### config.mk
export PLATFORM = sky130hd
export DESIGN_NAME = dds_sine_synth
export DESIGN_NICKNAME = d
export VERILOG_FILES = /design/src/rtl/dds_pkg.sv /design/src/rtl/dds_phase_acc.sv /design/src/rtl/dds_phase_scale.sv /design/src/rtl/dds_sine_rom.sv /design/src/rtl/dds_sine_synth.sv
export SDC_FILE = /design/constraint.sdc
export NUM_CORES = 1
export LEC_CHECK = 0
export BUFFER_PORTS_ARGS = -buffer_cell sky130_fd_sc_hd__buf_2
export CAP_MARGIN = 25
export CORE_ASPECT_RATIO = 1.1
export CORE_MARGIN = 5
export CORE_UTILIZATION = 40
export DETAILED_ROUTE_END_ITERATION = 10
export PLACE_DENSITY = 0.58
export SYNTH_ARGS = -nofsm -noshare
export SYNTH_HDL_FRONTEND = slang
export SYNTH_HIERARCHICAL = 1
export SYNTH_MEMORY_MAX_BITS = 65536
export SYNTH_SLANG_ARGS = --single-unit
### constraint.sdc
create_clock -name clk_i -period 8 [get_ports clk_i]
set_clock_uncertainty 0.05 [all_clocks]
set_input_delay 0.4 -clock clk_i [delete_from_list [all_inputs] [get_ports clk_i]]
set_output_delay 0.4 -clock clk_i [all_outputs]
set_load 0.02 [all_outputs]
### src/rtl/dds_pkg.sv
package dds_pkg;
  localparam int PHASE_W = 10;
  localparam int TBL_N   = 100;
  localparam int AMP_W   = 8;
  localparam int AMP_MID = 100;
  localparam int QTR_N   = TBL_N / 4;
  localparam int IDX_W   = $clog2(TBL_N);

  // first quarter of round(100 + 100*sin(2*pi*k/100)), k = 0..25
  function automatic int qtr_sine(input int k);
    case (k)
      0: return 100;   1: return 106;   2: return 113;   3: return 119;
      4: return 125;   5: return 131;   6: return 137;   7: return 143;
      8: return 148;   9: return 154;  10: return 159;  11: return 164;
     12: return 168;  13: return 173;  14: return 177;  15: return 181;
     16: return 184;  17: return 188;  18: return 190;  19: return 193;
     20: return 195;  21: return 197;  22: return 198;  23: return 199;
     default: return 200;
    endcase
  endfunction
endpackage

### src/rtl/dds_phase_acc.sv
module dds_phase_acc #(
  parameter int PHASE_W = dds_pkg::PHASE_W
) (
  input  logic               clk_i,
  input  logic               rst_ni,
  input  logic [PHASE_W-1:0] fcw_i,
  output logic [PHASE_W-1:0] phase_o
);
  always_ff @(posedge clk_i or negedge rst_ni) begin
    if (!rst_ni) phase_o <= '0;
    else         phase_o <= phase_o + fcw_i;  // natural modulo 2^PHASE_W
  end
endmodule

### src/rtl/dds_phase_scale.sv
module dds_phase_scale #(
  parameter int PHASE_W = dds_pkg::PHASE_W,
  parameter int TBL_N   = dds_pkg::TBL_N,
  parameter int IDX_W   = $clog2(TBL_N)
) (
  input  logic [PHASE_W-1:0] phase_i,
  output logic [IDX_W-1:0]   idx_o
);
  localparam int PROD_W = PHASE_W + IDX_W;

  // floor(phase * N / 2^PHASE_W): constant multiply then shift
  always_comb idx_o = IDX_W'((PROD_W'(phase_i) * PROD_W'(TBL_N)) >> PHASE_W);
endmodule

### src/rtl/dds_sine_rom.sv
module dds_sine_rom #(
  parameter int TBL_N   = dds_pkg::TBL_N,
  parameter int IDX_W   = $clog2(TBL_N),
  parameter int AMP_W   = dds_pkg::AMP_W,
  parameter int AMP_MID = dds_pkg::AMP_MID
) (
  input  logic [IDX_W-1:0] idx_i,
  output logic [AMP_W-1:0] amp_o
);
  localparam int Q = TBL_N / 4;

  int k, v;
  // quarter-wave store, mirrored in index and amplitude
  always_comb begin
    k = int'(idx_i);
    if (k <= Q)            v = dds_pkg::qtr_sine(k);
    else if (k <= 2 * Q)   v = dds_pkg::qtr_sine(2 * Q - k);
    else if (k <= 3 * Q)   v = 2 * AMP_MID - dds_pkg::qtr_sine(k - 2 * Q);
    else                   v = 2 * AMP_MID - dds_pkg::qtr_sine(4 * Q - k);
    amp_o = AMP_W'(v);
  end
endmodule

### src/rtl/dds_sine_synth.sv
module dds_sine_synth #(
  parameter int PHASE_W = dds_pkg::PHASE_W,
  parameter int TBL_N   = dds_pkg::TBL_N,
  parameter int AMP_W   = dds_pkg::AMP_W,
  parameter int AMP_MID = dds_pkg::AMP_MID
) (
  input  logic               clk_i,
  input  logic               rst_ni,
  input  logic [PHASE_W-1:0] fcw_i,
  output logic [PHASE_W-1:0] phase_o,
  output logic [AMP_W-1:0]   amp_o
);
  localparam int IDX_W = $clog2(TBL_N);

  logic [PHASE_W-1:0] phase_q;
  logic [IDX_W-1:0]   idx;
  logic [AMP_W-1:0]   amp_d;
  logic [AMP_W-1:0]   amp_q;

  dds_phase_acc #(.PHASE_W(PHASE_W)) u_acc (
    .clk_i  (clk_i),
    .rst_ni (rst_ni),
    .fcw_i  (fcw_i),
    .phase_o(phase_q)
  );

  dds_phase_scale #(.PHASE_W(PHASE_W), .TBL_N(TBL_N), .IDX_W(IDX_W)) u_scale (
    .phase_i(phase_q),
    .idx_o  (idx)
  );

  dds_sine_rom #(.TBL_N(TBL_N), .IDX_W(IDX_W), .AMP_W(AMP_W), .AMP_MID(AMP_MID)) u_rom (
    .idx_i(idx),
    .amp_o(amp_d)
  );

  always_ff @(posedge clk_i or negedge rst_ni) begin
    if (!rst_ni) amp_q <= AMP_W'(AMP_MID);
    else         amp_q <= amp_d;
  end

  assign phase_o = phase_q;
  assign amp_o   = amp_q;

  a_r1_phase_step: assert property (@(posedge clk_i) disable iff (!rst_ni)
    1'b1 |=> phase_q == PHASE_W'($past(phase_q) + $past(fcw_i)));

  a_r2_reset_state: assert property (@(posedge clk_i) disable iff (!rst_ni)
    $rose(rst_ni) |-> (phase_o == '0 && amp_o == AMP_W'(AMP_MID)));

  a_r3_idx_range: assert property (@(posedge clk_i) disable iff (!rst_ni)
    int'(idx) < TBL_N);

  a_r4_amp_range: assert property (@(posedge clk_i) disable iff (!rst_ni)
    int'(amp_q) <= 2 * AMP_MID);

  a_r7_zero_hold: assert property (@(posedge clk_i) disable iff (!rst_ni)
    fcw_i == '0 |=> $stable(phase_o));
endmodule

==> flow_summary.toml <==
[global_route]
grt_pass1_vias = 3334
gr-total-overflow = 0
grt_start_max_net_pins = 41
grt_pass1_wl_um = 16680
antenna_found_initial = 0
grt_use_total_pct = 18.81

[floorplanning]
boundaryPins = 30
die-width_um = 99.49
core_area_um2 = 8738
core.rowCount = 36
die-area_um2 = 10790
start_util_pct = 40.32
dieHeight_um = 108.4

[yosys]
synth_top_area_share_pct = 19.53
synthCells = 441
seq_area_frac_synth_pct = 12.89
ys_ff_latch = 18
synth_top_family_by_area = "compound AO/OA/AOI/OAI gates"
synth_area_leaders = "ha_1, dfrtp_1, xnor2_1"
synth_common_cells = "ha_1, nand2_1, nor2_1, a21oi_1, o21ai_0"
yosysMostFrequentCell = "ha_1"
synthSimpleGateAreaFrac_pct = 19.67
synthMuxAreaShare_pct = 2.308
yosys_warnings = 6
synth_edf_count = 0
synthFlopType = "dfrtp_1"
synth_compound_area_share_pct = 28.13
synthesis.area_um2 = 3523
yosys.area.top_type = "ha_1"
synthXorXnorAreaFrac_pct = 8.416
synthArstFlopShare_pct = 100.0
synth_fa_ha_area_share_pct = 22.37
yosysUniqueCellTypes = 73
avgSynthCellArea_um2 = 7.990
synth_nets = 513

[cts]
clockRootBuffer = "clkbuf_8"
cts_setup_buffers = 0
clk_pin_slew_worst_paths_ns = 0.07
clk-insertion-delay-late_ns = 0.25
cts_made_buffers = 3
htree_levels = 1
ctsHoldBuffers = 0
clock_path_buffers = 2
clock-sinks = 18
cts_tree = "yes"
post_cts_resized = 0

[setup_path]
worstSetupStartpoint = "u_acc/phase_o[3]"
required_ns = 8.05
critPathMaxStageDelay_ns = 0.51
crit-reg2reg-launch = "u_acc/phase_o[3]"
worst-r2r-cell-count = 24
path_buf_inv = 5
cpMostUsedCell = "ha_1"
crit_path_max_fanout = 18
path_depth = 24
critPathTopFamily = "adder cells"
cp.arrival_ns = 6.29
path_cells = "ha_1 -> ha_1 -> fa_1 -> ha_1 -> and4_4 -> a221oi_2 -> and2b_1 -> nor2_1 -> xnor2_1 -> buf_4 -> inv_1 -> ha_1 -> inv_1 -> ha_1 -> inv_1 -> o31a_1 -> o2111ai_1 -> a31oi_1 -> ha_1 -> inv_1 -> a221oi_1 -> nor2_1 -> xnor2_1 -> o221ai_1"
path_class = "reg -> reg"
crit_slowest_cell = "ha_1"
critPathCaptureType = "register"
start_kind = "register"

[timing]
rsz0062_at_grt = "false"
setup_violations = 0
fin_tns_setup_ns = 0
final_hold_viol_count = 0
worstMarginPinSlew_ns = 0.8732
relSlewSlack_pct = 41.37
layout_min_cycle_time_ns = 6.232
period_share_pct = 77.91
slew_viol_final = 0
fmax_mhz = 160.5
whs_ns = 0.02412

[place]
hpwlAfterDp_um = 7744
port_buffers = 29
post_dp_cell_area_um2 = 3776
gp_congestion = 0.8667

[cells_and_area]
drive_above_1_share_pct = 15.57
finalInstanceArea_um2 = 3831
antennaDiodeCount = 0
nets = 529
areaGrowthSynthToFinish_pct = 8.736

[route]
vias = 3449
vias_per_cell = 6.051
drtPass1Iterations = 5
wire_per_inst_um = 17.77
drtAntennaViolNets = 0
wirelength_um = 10130
remaining_drc_errors = 0
drt-initial-drc-count = 285

[min_path]
hold_class = "in -> async"

[flow_run]
maxCapViolCount = 0

[outcome]
status = "completed"
-- per-stage QoR --
step | setup WS, ns | cells | util, %
2_1_floorplan | 2.156 | 441 | -
3_3_place_gp | 1.938 | 566 | 43.21
3_5_place_dp | 1.831 | 566 | 43.21
4_1_cts | 1.809 | 570 | 43.84
5_1_grt | 1.284 | 570 | 43.84
6_report | 1.768 | 570 | 43.84
-- final timing paths --
| path | end | slack [ns] |
|---|---|---|
| min reg2reg | u_acc/phase_o[0] | 0.54 |
| max in group asynchronous | amp_o[2] | 7.54 |
| max | amp_o[4] | 1.77 |
| min | u_acc/phase_o[6] | 0.02 |
| min in group clk_i | u_acc/phase_o[0] | 0.32 |
| max reg2reg | amp_o[4] | 1.77 |
-- cell families (layout without fill, tap and decap cells) --
group | Yosys count | count (layout)
simple gates | 132 | 132
mux | 8 | 8
xor+xnor | 33 | 33
fa+ha+maj | 60 | 60
buf+inv | 51 | 66
flops | 18 | 18
compound gates | 139 | 139
-- cells in the final DEF (no fill, tap or decap), types with 4 or more instances in the layout --
master,n
nand3_1,13
and3_1,5
o2111ai_1,4
buf_2,29
a31oi_1,13
mux2i_1,7
dfrtp_1,15
fa_1,5
o211ai_1,8
a221oi_1,6
o21ai_0,28
a21oi_1,28
clkbuf_8,4
nor2_1,31
a211oi_1,7
nand2b_1,8
a21o_1,5
a221oi_2,4
xnor2_1,23
or3_1,5
nand2_1,32
xor2_1,5
nor3_1,7
inv_1,22
nand4_1,4
buf_4,8
ha_1,55
and2_1,4
-- area by class of cell --
type,count,area [um^2]
Clock buffer,4,55.05
Fill cell,892,4907
Inverter,25,93.84
Multi-Input combinational cell,372,2880
Sequential cell,18,454.2
Tap cell,114,142.6
Timing Repair Buffer,37,205.2
-- registers in the layout (all words and copies together) (netlist names) --
name           cells
u_acc/phase_o     10
amp_o              8
-- per-layer routing --
layer | vias up | global-route usage (%) | routed length, um
met5 | - | 0 | 0
met4 | 0 | 7.902 | 362
met3 | 25 | 1.871 | 542
met1 | 1612 | 24.36 | 4338
li1 | 1676 | - | -
met2 | 136 | 31.86 | 4887
Power is left out: the tool's default activity adds up to more than one toggle a clock period on the data nets, which glitch-free logic cannot reach.
